[src/rtl/bitstat_pkg.sv]
package bitstat_pkg;

    localparam int BYTE_W = 8;
    localparam int IDX_W  = $clog2(BYTE_W);

    typedef enum logic [2:0] {
        OP_NONE = 3'd0,
        OP_BSET = 3'd1,
        OP_BCLR = 3'd2,
        OP_BTST = 3'd3,
        OP_SCLR = 3'd4,
        OP_SSET = 3'd5
    } op_e;

    typedef enum logic [1:0] {
        ST_IDLE,
        ST_READ,
        ST_WRITE,
        ST_DONE
    } rmw_st_e;

    typedef struct packed {
        logic             is_clr;
        logic [IDX_W-1:0] idx;
    } bit_cmd_t;

    localparam logic [2:0] INC_LONG  = 3'd4;
    localparam logic [2:0] INC_SHORT = 3'd2;

    // MSB-first mask: index 0 selects the top bit of the byte
    function automatic logic [BYTE_W-1:0] msb_mask(input logic [IDX_W-1:0] idx);
        return {1'b1, {(BYTE_W-1){1'b0}}} >> idx;
    endfunction

endpackage

[src/rtl/bitstat_bitops.sv]
module bitstat_bitops
    import bitstat_pkg::*;
(
    input  bit_cmd_t          cmd,
    input  logic [BYTE_W-1:0] byte_in,
    input  logic [BYTE_W-1:0] probe_in,
    output logic [BYTE_W-1:0] byte_out,
    output logic              probe_bit
);
    logic [BYTE_W-1:0] mask;

    always_comb begin
        mask      = msb_mask(cmd.idx);
        byte_out  = cmd.is_clr ? (byte_in & ~mask) : (byte_in | mask);
        probe_bit = |(probe_in & mask);
    end
endmodule

[src/rtl/bitstat_rmw_seq.sv]
module bitstat_rmw_seq
    import bitstat_pkg::*;
#(
    parameter int ADDR_W = 32
) (
    input  logic              clk,
    input  logic              rst,
    input  logic              launch,
    input  bit_cmd_t          cmd_in,
    input  logic [ADDR_W-1:0] addr_in,
    input  logic [BYTE_W-1:0] mem_rdata,
    input  logic              mem_rvalid,
    output logic              mem_req,
    output logic              mem_we,
    output logic [ADDR_W-1:0] mem_addr,
    output logic [BYTE_W-1:0] mem_wdata,
    output logic              idle,
    output logic              fin
);
    rmw_st_e           st_q;
    bit_cmd_t          cmd_q;
    logic [ADDR_W-1:0] addr_q;
    logic [BYTE_W-1:0] wbyte_q;
    logic [BYTE_W-1:0] mod_byte;
    logic              unused_probe;

    bitstat_bitops u_ops (
        .cmd       (cmd_q),
        .byte_in   (mem_rdata),
        .probe_in  ({BYTE_W{1'b0}}),
        .byte_out  (mod_byte),
        .probe_bit (unused_probe)
    );

    always_ff @(posedge clk) begin
        if (rst) begin
            st_q    <= ST_IDLE;
            cmd_q   <= '0;
            addr_q  <= '0;
            wbyte_q <= '0;
        end else begin
            case (st_q)
                ST_IDLE: if (launch) begin
                    cmd_q  <= cmd_in;
                    addr_q <= addr_in;
                    st_q   <= ST_READ;
                end
                ST_READ: if (mem_rvalid) begin
                    wbyte_q <= mod_byte;
                    st_q    <= ST_WRITE;
                end
                ST_WRITE: st_q <= ST_DONE;
                ST_DONE:  st_q <= ST_IDLE;
                default:  st_q <= ST_IDLE;
            endcase
        end
    end

    always_comb begin
        mem_req   = (st_q == ST_READ) || (st_q == ST_WRITE);
        mem_we    = (st_q == ST_WRITE);
        mem_addr  = addr_q;
        mem_wdata = wbyte_q;
        idle      = (st_q == ST_IDLE);
        fin       = (st_q == ST_DONE);
    end

    AST_WE_NEEDS_REQ: assert property (@(posedge clk) disable iff (rst) mem_we |-> mem_req);
    AST_WRITE_SINGLE: assert property (@(posedge clk) disable iff (rst) mem_we |=> !mem_we);
    AST_FIN_TO_IDLE: assert property (@(posedge clk) disable iff (rst) fin |=> idle);
    AST_ADDR_HELD: assert property (@(posedge clk) disable iff (rst)
        (mem_req && $past(mem_req)) |-> $stable(mem_addr));
endmodule

[src/rtl/bitstat_ctl_regs.sv]
module bitstat_ctl_regs
    import bitstat_pkg::*;
#(
    parameter int CR_W = 32
) (
    input  logic              clk,
    input  logic              rst,
    input  logic              sclr_en,
    input  logic              sset_en,
    input  logic              tst_en,
    input  logic [BYTE_W-1:0] imm,
    input  logic              tst_bit,
    output logic [CR_W-1:0]   cr_q,
    output logic              cond_q
);
    localparam int KEEP_HI = 2 * BYTE_W;

    logic [CR_W-1:0] cr_nxt;

    for (genvar g = 0; g < CR_W; g++) begin : g_bit
        if (g < BYTE_W) begin : g_lo
            assign cr_nxt[g] = sset_en ? imm[g]
                             : sclr_en ? (cr_q[g] & ~imm[g])
                             : cr_q[g];
        end else if (g < KEEP_HI) begin : g_mid
            assign cr_nxt[g] = sset_en ? 1'b0 : cr_q[g];
        end else begin : g_hi
            assign cr_nxt[g] = (sset_en || sclr_en) ? 1'b0 : cr_q[g];
        end
    end

    always_ff @(posedge clk) begin
        if (rst) begin
            cr_q   <= '0;
            cond_q <= 1'b0;
        end else begin
            cr_q <= cr_nxt;
            if (tst_en) cond_q <= tst_bit;
        end
    end

    AST_SSET_LOADS: assert property (@(posedge clk) disable iff (rst)
        sset_en |=> (cr_q == CR_W'($past(imm))));
    AST_SCLR_HIGH_ZERO: assert property (@(posedge clk) disable iff (rst)
        sclr_en |=> (cr_q[CR_W-1:KEEP_HI] == '0));
    AST_SCLR_MID_KEPT: assert property (@(posedge clk) disable iff (rst)
        sclr_en |=> (cr_q[KEEP_HI-1:BYTE_W] == $past(cr_q[KEEP_HI-1:BYTE_W])));
    AST_COND_HOLDS: assert property (@(posedge clk) disable iff (rst)
        !tst_en |=> $stable(cond_q));
endmodule

[src/rtl/bitstat_unit.sv]
module bitstat_unit
    import bitstat_pkg::*;
#(
    parameter int ADDR_W = 32,
    parameter int DISP_W = 16,
    parameter int CR_W   = 32
) (
    input  logic              clk,
    input  logic              rst,
    input  logic              start,
    input  logic [2:0]        op,
    input  logic [IDX_W-1:0]  bit_idx,
    input  logic [BYTE_W-1:0] imm,
    input  logic [ADDR_W-1:0] src_val,
    input  logic [DISP_W-1:0] disp,
    output logic              mem_req,
    output logic [ADDR_W-1:0] mem_addr,
    output logic              mem_we,
    output logic [BYTE_W-1:0] mem_wdata,
    input  logic [BYTE_W-1:0] mem_rdata,
    input  logic              mem_rvalid,
    output logic [CR_W-1:0]   ctl_reg0,
    output logic              cond_flag,
    output logic              done,
    output logic [2:0]        pc_inc
);
    localparam int EXT_W = ADDR_W - DISP_W;

    op_e               op_c;
    logic              idle, rmw_fin, accept;
    logic              go_mem, go_tst, go_sclr, go_sset;
    logic              reg_done_q;
    logic [ADDR_W-1:0] eff_addr;
    bit_cmd_t          cmd;
    logic              tst_bit;
    logic [BYTE_W-1:0] unused_byte;

    always_comb begin
        op_c     = op_e'(op);
        accept   = start && idle;
        go_mem   = accept && (op_c == OP_BSET || op_c == OP_BCLR);
        go_tst   = accept && (op_c == OP_BTST);
        go_sclr  = accept && (op_c == OP_SCLR);
        go_sset  = accept && (op_c == OP_SSET);
        eff_addr = src_val + {{EXT_W{disp[DISP_W-1]}}, disp};
        cmd      = '{is_clr: (op_c == OP_BCLR), idx: bit_idx};
    end

    bitstat_bitops u_probe (
        .cmd       (cmd),
        .byte_in   ({BYTE_W{1'b0}}),
        .probe_in  (src_val[BYTE_W-1:0]),
        .byte_out  (unused_byte),
        .probe_bit (tst_bit)
    );

    bitstat_rmw_seq #(.ADDR_W(ADDR_W)) u_seq (
        .clk        (clk),
        .rst        (rst),
        .launch     (go_mem),
        .cmd_in     (cmd),
        .addr_in    (eff_addr),
        .mem_rdata  (mem_rdata),
        .mem_rvalid (mem_rvalid),
        .mem_req    (mem_req),
        .mem_we     (mem_we),
        .mem_addr   (mem_addr),
        .mem_wdata  (mem_wdata),
        .idle       (idle),
        .fin        (rmw_fin)
    );

    bitstat_ctl_regs #(.CR_W(CR_W)) u_regs (
        .clk     (clk),
        .rst     (rst),
        .sclr_en (go_sclr),
        .sset_en (go_sset),
        .tst_en  (go_tst),
        .imm     (imm),
        .tst_bit (tst_bit),
        .cr_q    (ctl_reg0),
        .cond_q  (cond_flag)
    );

    always_ff @(posedge clk) begin
        if (rst) reg_done_q <= 1'b0;
        else     reg_done_q <= go_tst || go_sclr || go_sset;
    end

    always_comb begin
        done   = rmw_fin || reg_done_q;
        pc_inc = rmw_fin ? INC_LONG : (reg_done_q ? INC_SHORT : 3'd0);
    end

    AST_DONE_EXCL: assert property (@(posedge clk) disable iff (rst)
        !(rmw_fin && reg_done_q));
    AST_PC_ON_DONE: assert property (@(posedge clk) disable iff (rst)
        done |-> (pc_inc == INC_LONG || pc_inc == INC_SHORT));
    AST_NO_REQ_IDLE_TEST: assert property (@(posedge clk) disable iff (rst)
        (go_tst && idle) |=> !mem_req);
endmodule

[config.mk]
export PLATFORM = sky130hd
export DESIGN_NAME = bitstat_unit
export DESIGN_NICKNAME = d
export VERILOG_FILES = /design/src/rtl/bitstat_pkg.sv /design/src/rtl/bitstat_bitops.sv /design/src/rtl/bitstat_rmw_seq.sv /design/src/rtl/bitstat_ctl_regs.sv /design/src/rtl/bitstat_unit.sv
export SDC_FILE = /design/constraint.sdc
export NUM_CORES = 1
export LEC_CHECK = 0
export BUFFER_PORTS_ARGS = -buffer_cell sky130_fd_sc_hd__buf_4
export CELL_PAD_IN_SITES_DETAIL_PLACEMENT = 0
export CELL_PAD_IN_SITES_GLOBAL_PLACEMENT = 1
export CORE_ASPECT_RATIO = 1.4
export CORE_MARGIN = 3
export CORE_UTILIZATION = 36
export DETAILED_ROUTE_END_ITERATION = 7
export PLACE_DENSITY = 0.9
export SLEW_MARGIN = 30
export SYNTH_ARGS = -nofsm -noshare
export SYNTH_HDL_FRONTEND = slang
export SYNTH_HIERARCHICAL = 1
export SYNTH_SLANG_ARGS = --single-unit
[constraint.sdc]
create_clock -name clk -period 3.8 [get_ports clk]
set_input_delay 0.95 -clock clk [delete_from_list [all_inputs] [get_ports clk]]
set_output_delay 0.95 -clock clk [all_outputs]
set_load 0.005 [all_outputs]
Word-level counts from Yosys, hierarchy flattened. Cells that the tools add are included.

ROM bits: 0. Output and inout port bits: 79. Bits in writable memories: 0. Input bits: 74. Logic and storage cells: 79. Bits in registers: 56. Bits in latches: 0. Memories kept: 0.

Multiplexer cells: 22. Bitwise logic cells: 20. Shift-type cells: 2. Multiply operators: 0. Divide/modulo/power cells: 0. Add/subtract/negate cells: 1. Equal/unequal tests: 10. Magnitude comparators: 0. Reductions and logical operators: 16.

Operators by type and width (count): 32-bit adder (1); 8-bit bitwise AND (2); 1-bit 2-to-1 mux (16); 8-bit by 3-bit >> shifter with 8-bit output (first input constant) (2); 1-bit bitwise AND (8); 8-bit 2-to-1 mux (1); 1-bit NOT (8); 8-bit NOT (1); 8-bit bitwise OR (1); 2-bit one-hot mux with 4 select lines (1); 8-bit OR reduction (1); 3-bit by 2-bit equality test with 1-bit output (second input constant) (2); 3-bit equality test (second input constant) (2); 2-bit 2-to-1 mux (3); 2-bit AND reduction (3); 1-bit logical AND (5); 1-bit logical OR (5); 2-bit equality test (second input constant) (2); 3-bit by 1-bit equality test with 1-bit output (second input constant) (1); 3-bit 2-to-1 mux (1); 2-bit by 1-bit equality test with 1-bit output (second input constant) (1); 2-bit zero test (1); 2-bit by 1-bit != test with 1-bit output (second input constant) (1); 2-bit != test (second input constant) (1); 2-bit nonzero test (1).

Depth between registers and ports, before layout. Gate-level depths: netlist (run 1).

Depth after elaboration: 5. Gate-level depth with buffers: 11. Gate-level depth less buffers: 11.

Cells and area by module. Netlist (run 1), hierarchy kept.

By module, submodules not included: bitstat_unit (cells each 270, seq. area each 20.0 µm², area each 1839.3 µm², times used 1); bitstat_rmw_seq (cells each 211, seq. area each 920.9 µm², area each 1701.6 µm², times used 1); bitstat_ctl_regs (cells each 71, seq. area each 180.2 µm², area each 554.3 µm², times used 1); bitstat_bitops (cells each 30, seq. area each 0.0 µm², area each 249.0 µm², times used 2).

Least setup slack after synthesis (run 1). OpenSTA, ideal clock, no wires.

Path type: input-to-reg. Start point: input src_val[0]. End point: register u_seq.addr_q[26], in the netlist u_seq/mem_addr[26]. Data arrival time: 2.962 ns. Buffers on the path: 0. Setup slack: 0.767 ns. Setup time: 0.070 ns. Stages: 11. Required time: 3.730 ns. Cell sequence: ha_1 -> fa_1 -> a21oi_1 -> o2111ai_1 -> a31oi_1 -> and3b_1 -> o221ai_1 -> a21oi_1 -> xnor2_1 -> nand2_1 -> a21oi_1.

Word-level cells in the longest chain between the ends: 1.

RTL lines: start, declared (line bitstat_unit.sv:14) `input logic [ADDR_W-1:0] src_val,`; 32-bit adder (line bitstat_unit.sv:45) `eff_addr = src_val + {{EXT_W{disp[DISP_W-1]}}, disp};`; named net eff_addr[26] (line bitstat_unit.sv:33) `logic [ADDR_W-1:0] eff_addr;`; end signal, assigned (line bitstat_rmw_seq.sv:45) `addr_q <= addr_in;`; end, declared (line bitstat_rmw_seq.sv:22) `logic [ADDR_W-1:0] addr_q;`.

The timed path passes the listed nets, and every way through them passes these cells. A chain may end at the register's enable or synchronous reset.

Worst setup path in the final report (run 1).
Start point: input src_val[0]. End point: register u_seq.addr_q[30], in the netlist u_seq/mem_addr[30].

Same word-level chain as after synthesis.

==> results.sh, run 1 <==
export IMPL_clkTransAtPathRegs_ps=80
export IMPL_drive_gt1_share_pct=21.4
export IMPL_postCtsResizedCells=0
export IMPL_required_ps=4030
export IMPL_fmax_mhz=308
export IMPL_p_int_w=0.00121
export IMPL_fin_area_um2=5380
export IMPL_antenna_found_initial=0
export IMPL_vias_per_cell=5.15
export IMPL_post_cts_buffers=0
export IMPL_reg2reg_depth=7
export IMPL_wl_um=12100
export IMPL_skew_ps=4.23
export IMPL_reg2reg_from="u_seq/st_q[0]"
export IMPL_hold_path_endpoint="u_seq/mem_addr[8]"
export IMPL_placed_cell_area_um2=5230
export IMPL_grt_pass1_vias=4161
export IMPL_slew_viol_final=0
export IMPL_gr_total_overflow=0
export IMPL_design_core_area_um2=11600
export IMPL_final_util_pct=46.5
export IMPL_comb_power_share_pct=38.3
export IMPL_start_util_pct=37.7
export IMPL_track_usage_pct=17.4
export IMPL_synth_area_um2=4360
export IMPL_die_width_um=99
export IMPL_cts_made_buffers=5
export IMPL_vias=4280
export IMPL_arrival_ps=3480
export IMPL_period_minus_slack_ps=3250
export IMPL_clock_path_buffers=2
export IMPL_grt_max_degree=59
export IMPL_hold_path_class="reg2reg"
export IMPL_start_kind="input port"
export IMPL_post_route_drc_count=0
export IMPL_placementRows=46
export IMPL_crit_fanout=4
export IMPL_ir_worst_vdd_uv=156
export IMPL_antenna_left=0
export IMPL_setup_violations_final=0
export IMPL_min_from="u_seq/mem_addr[8]"
export IMPL_port_buffers=127
export IMPL_worstReg2RegEnd="u_seq/mem_addr[5]"
export IMPL_max_cap_violations=0
export IMPL_worstMarginPinSlew_ps=816
export IMPL_cts_max_level=2
export IMPL_tns_ps=0
export IMPL_p_per_area_nw_per_um2=349
export IMPL_antenna_cells=0
export IMPL_cts_tree="done"
export IMPL_power_frac_seq_pct=36.1
export IMPL_grt_pass1_wl_um=19400
export IMPL_leakagePower_nw=2.33
export IMPL_worst_setup_path_type="in2reg"
export IMPL_syn_avg_cell_area_um2=7.46
export IMPL_die_area_um2=13500
export IMPL_fp_dieH_um=136
export IMPL_swShare_pct=35.3
export IMPL_area_growth_syn_to_layout_pct=23.4
export IMPL_fill_cells=1194
export IMPL_slew_headroom_pct=45.2
export IMPL_place_gp_congestion=0.891
export IMPL_firstDrtPassIters=4
export IMPL_finalHoldViolCount=0
export IMPL_cts_hold_buffers=0
export IMPL_status="finished clean"
export IMPL_worstSkewPairLatency_ps=300
export IMPL_drt_initial_drc_count=153
export IMPL_min_period_over_period_pct=85.5
export IMPL_net_switching_power_w=0.000662
export IMPL_cts_sinks=56
export IMPL_rsz0062_at_grt="false"
export IMPL_fin_nets=797
export IMPL_yosys_warnings=6
export IMPL_r2r_setup_slack_ps=1650
export IMPL_netlist_instances=584
export IMPL_wire_per_inst_um=14.6
export IMPL_min_path_cells=2
export IMPL_worstSetupEndpointType="flip-flop"
export IMPL_p_clk_share_pct=25.6
export IMPL_cts_root_buf="clkbuf_16"
export IMPL_dpl_hpwl_um=9700
export IMPL_io_pins=153
export IMPL_hold_slack_ps=458
placed cells by master (no fill, tap or decap), types with 3 or more instances in the layout:
| master | count |
|---|---|
| a211oi_1 | 5 |
| a21oi_1 | 92 |
| buf_4 | 128 |
| clkbuf_16 | 5 |
| conb_1 | 25 |
| dfxtp_1 | 56 |
| ha_1 | 36 |
| inv_1 | 19 |
| mux2i_1 | 10 |
| nand2_1 | 127 |
| nand3_1 | 23 |
| nand3b_1 | 12 |
| nand4_1 | 3 |
| nor2_1 | 26 |
| nor3_1 | 4 |
| nor3b_1 | 3 |
| o211ai_1 | 6 |
| o21a_1 | 4 |
| o21ai_0 | 18 |
| o21bai_1 | 4 |
| o31ai_1 | 8 |
| xnor2_1 | 18 |
| xor2_1 | 11 |
flip-flops by register name (all words and copies together), names as in the netlist:
register	count
u_regs/cond_q	1
u_seq/st_q	2
u_seq/cmd_q	4
u_regs/cr_q	8
reg_done_q	1
u_seq/mem_wdata	8
u_seq/mem_addr	32
worst max-delay path by stage:
stage / startpoint / to / slack, ps / cells after the start
after floorplan: src_val[0] / u_seq/mem_addr[26] / 770 / 11
after global placement: disp[15] / u_seq/mem_addr[29] / 300 / 11
after detailed placement: disp[15] / u_seq/mem_addr[29] / 260 / 11
after CTS: src_val[0] / u_seq/mem_addr[26] / 580 / 12
after global routing: src_val[0] / u_seq/mem_addr[30] / 280 / 12
final: src_val[0] / u_seq/mem_addr[30] / 550 / 12
routing by layer:
metal  vias up  track usage, %  share of wire [%]
met3        24            2.46                5.6
met5         -               0                  0
li1       2182               -                  -
met2       128            31.9                 51
met1      1946            20.2                 40
met4         0            7.06                2.6
critical path, stage by stage:
cell and delay (ps):
buf_4 110, ha_1 220, fa_1 400, a21oi_1 300, o2111ai_1 180, a31oi_1 250
and3b_1 230, o221ai_1 260, a21oi_1 250, xnor2_1 130, nand2_1 70, a21oi_1 130
metrics by stage:
step,power (W),instances,worst slack (ps)
6_report,0.00188,831,553
5_1_grt,0.00200,831,282
4_1_cts,0.00189,831,583
3_5_place_dp,0.00141,823,257
3_3_place_gp,0.00139,823,303
2_1_floorplan,0.00118,607,767
final cells by class:
cell class | count | area [um^2] | share of cell area (%)
Inverter | 19 | 71.3 | 1.33
Sequential cell | 56 | 1120 | 20.8
Timing Repair Buffer | 128 | 961 | 17.9
Clock buffer | 5 | 125 | 2.33
Tap cell | 144 | 180 | 3.35
Clock inverter | 3 | 26.3 | 0.488
Multi-Input combinational cell | 476 | 2890 | 53.8
power groups by stage:
stage | sequential, W | clock [W] | combinational, W
6_report | 0.000678 | 0.000480 | 0.000717
4_1_cts | 0.000679 | 0.000497 | 0.000718
3_5_place_dp | 0.000693 | 0 | 0.000714
3_3_place_gp | 0.000690 | 0 | 0.000701
2_1_floorplan | 0.000685 | 0 | 0.000492
5_1_grt | 0.000685 | 0.000512 | 0.000799
No activity file was read; power rests on OpenSTA's default activity.
==> run 2, diff against run 1 <==
Clock period 3.8 ns to 3.9 ns, I/O delays scaled along.
==> run 2 against run 1 <==
Against the previous run: combinational power down 3%; critical path depth unchanged; worst setup slack better by 60 ps; worst hold slack worse by 0.64 ps; clock skew up 3.9 ps; first-iteration DRC count down 4.6%; global-route usage up 0.20 points; largest cell class unchanged.
==> results.sh, run 2 (synthesized netlist as in run 1, its figures left out) <==
export IMPL_slew_viol_final=0
export IMPL_worstSkewPairLatency_ps=300
export IMPL_p_per_area_nw_per_um2=339
export IMPL_worst_setup_path_type="in2reg"
export IMPL_cpMostUsedCell="a21oi_1"
export IMPL_antenna_left=0
export IMPL_hold_path_endpoint="u_seq/mem_addr[26]"
export IMPL_cts_max_level=2
export IMPL_skew_ps=8.14
export IMPL_clkTransAtPathRegs_ps=70
export IMPL_slew_headroom_pct=48.7
export IMPL_grt_max_degree=59
export IMPL_post_cts_buffers=0
export IMPL_hold_path_class="reg2reg"
export IMPL_drive_gt1_share_pct=21.5
export IMPL_area_growth_syn_to_layout_pct=23.6
export IMPL_fin_area_um2=5390
export IMPL_start_kind="input port"
export IMPL_fin_nets=798
export IMPL_largest_reg_flops=32
export IMPL_vias_per_cell=5.20
export IMPL_tns_ps=0
export IMPL_layout_common_cells="buf_4 (129), nand2_1 (128), a21oi_1 (92), dfxtp_1 (56), ha_1 (36)"
export IMPL_leakagePower_nw=2.33
export IMPL_io_pins=153
export IMPL_r2r_setup_slack_ps=1920
export IMPL_reg2reg_depth=8
export IMPL_wl_um=12200
export IMPL_gr_total_overflow=0
export IMPL_grt_pass1_vias=4139
export IMPL_cts_hold_buffers=0
export IMPL_status="finished clean"
export IMPL_track_usage_pct=17.7
export IMPL_start_util_pct=37.7
export IMPL_worstMarginPinSlew_ps=767
export IMPL_place_gp_congestion=0.878
export IMPL_clock_path_buffers=2
export IMPL_die_width_um=99
export IMPL_fp_dieH_um=136
export IMPL_min_path_cells=2
export IMPL_cts_tree="done"
export IMPL_layout_setup_ws_ps=613
export IMPL_fill_cells=1197
export IMPL_layout_commonest_cell="buf_4"
export IMPL_rsz0062_at_grt="false"
export IMPL_cts_made_buffers=5
export IMPL_place_worst_setup_slack_ps=317
export IMPL_antenna_cells=0
export IMPL_grt_pass1_wl_um=19500
export IMPL_cts_sinks=56
export IMPL_final_util_pct=46.6
export IMPL_worstSetupEndpointType="flip-flop"
export IMPL_drt_initial_drc_count=146
export IMPL_wire_per_inst_um=14.6
export IMPL_period_minus_slack_ps=3290
export IMPL_regArea_um2=1120
export IMPL_min_period_over_period_pct=84.3
export IMPL_antenna_found_initial=0
export IMPL_dpl_hpwl_um=9620
export IMPL_multi_input_area_um2=2900
export IMPL_critPathMaxStageDelay_ps=410
export IMPL_hold_slack_ps=457
export IMPL_cp_slowest_cell="fa_1"
export IMPL_port_buffers=127
export IMPL_cts_root_buf="clkbuf_16"
export IMPL_setup_violations_final=0
export IMPL_post_route_drc_count=0
export IMPL_path_cells="buf_4 -> ha_1 -> fa_1 -> a21oi_1 -> o2111ai_1 -> a31oi_1 -> and3b_1 -> o221ai_1 -> a21oi_1 -> xnor2_1 -> nand2_1 -> a21oi_1"
export IMPL_design_core_area_um2=11600
export IMPL_min_from="u_seq/mem_addr[26]"
export IMPL_die_area_um2=13500
export IMPL_ir_worst_vdd_uv=184
export IMPL_crit_fanout=4
export IMPL_finalHoldViolCount=0
export IMPL_required_ps=4120
export IMPL_reg2reg_from="u_seq/st_q[0]"
export IMPL_postCtsResizedCells=0
export IMPL_max_cap_violations=0
export IMPL_arrival_ps=3510
export IMPL_placementRows=46
export IMPL_firstDrtPassIters=4
export IMPL_fmax_mhz=304
export IMPL_placed_cell_area_um2=5230
export IMPL_worstReg2RegEnd="u_seq/mem_addr[2]"
export IMPL_vias=4325
## run 2: how the worst max path moves through the flow
stage               start                 end
2_1_floorplan  src_val[0]  u_seq/mem_addr[26]
3_3_place_gp   src_val[0]  u_seq/mem_addr[30]
3_5_place_dp     disp[15]  u_seq/mem_addr[29]
4_1_cts          disp[15]  u_seq/mem_addr[29]
5_1_grt        src_val[0]  u_seq/mem_addr[26]
6_report       src_val[0]  u_seq/mem_addr[26]
## run 2: worst max-delay path: cells and delay by family
kind	cells	cell delay (ps)
xor gates and xnor gates	1	130
and+or+nand+nor	2	300
buffers and inverters	1	110
AOI/OAI and AO/OA	6	1360
adders and majority gates	2	630
## run 2: metal layers
metal  wire length (um)  global-route usage, %  up-vias
met5                  0                      0        -
met3                665                   2.67       23
met2               6350                   31.9      145
li1                   -                      -     2184
met4                325                   7.21        0
met1               4840                   20.6     1973
## run 2: final cells by class
type / instances / share of cell area [%]
Tap cell: 144 / 3.34
Clock buffer: 5 / 2.32
Clock inverter: 3 / 0.441
Multi-Input combinational cell: 476 / 53.8
Timing Repair Buffer: 129 / 18.0
Inverter: 19 / 1.32
Sequential cell: 56 / 20.8
## run 2: power breakdown
part | total, W | internal [W] | switching, W
clock | 0.000464 | 0.000240 | 0.000224
combinational | 0.000699 | 0.000315 | 0.000384
sequential | 0.000661 | 0.000625 | 0.0000355
## run 2: metrics by stage
step,power [W],cells
floorplan,0.00115,607
global placement,0.00136,824
detailed placement,0.00137,824
CTS,0.00184,832
global route,0.00195,832
finish,0.00182,832
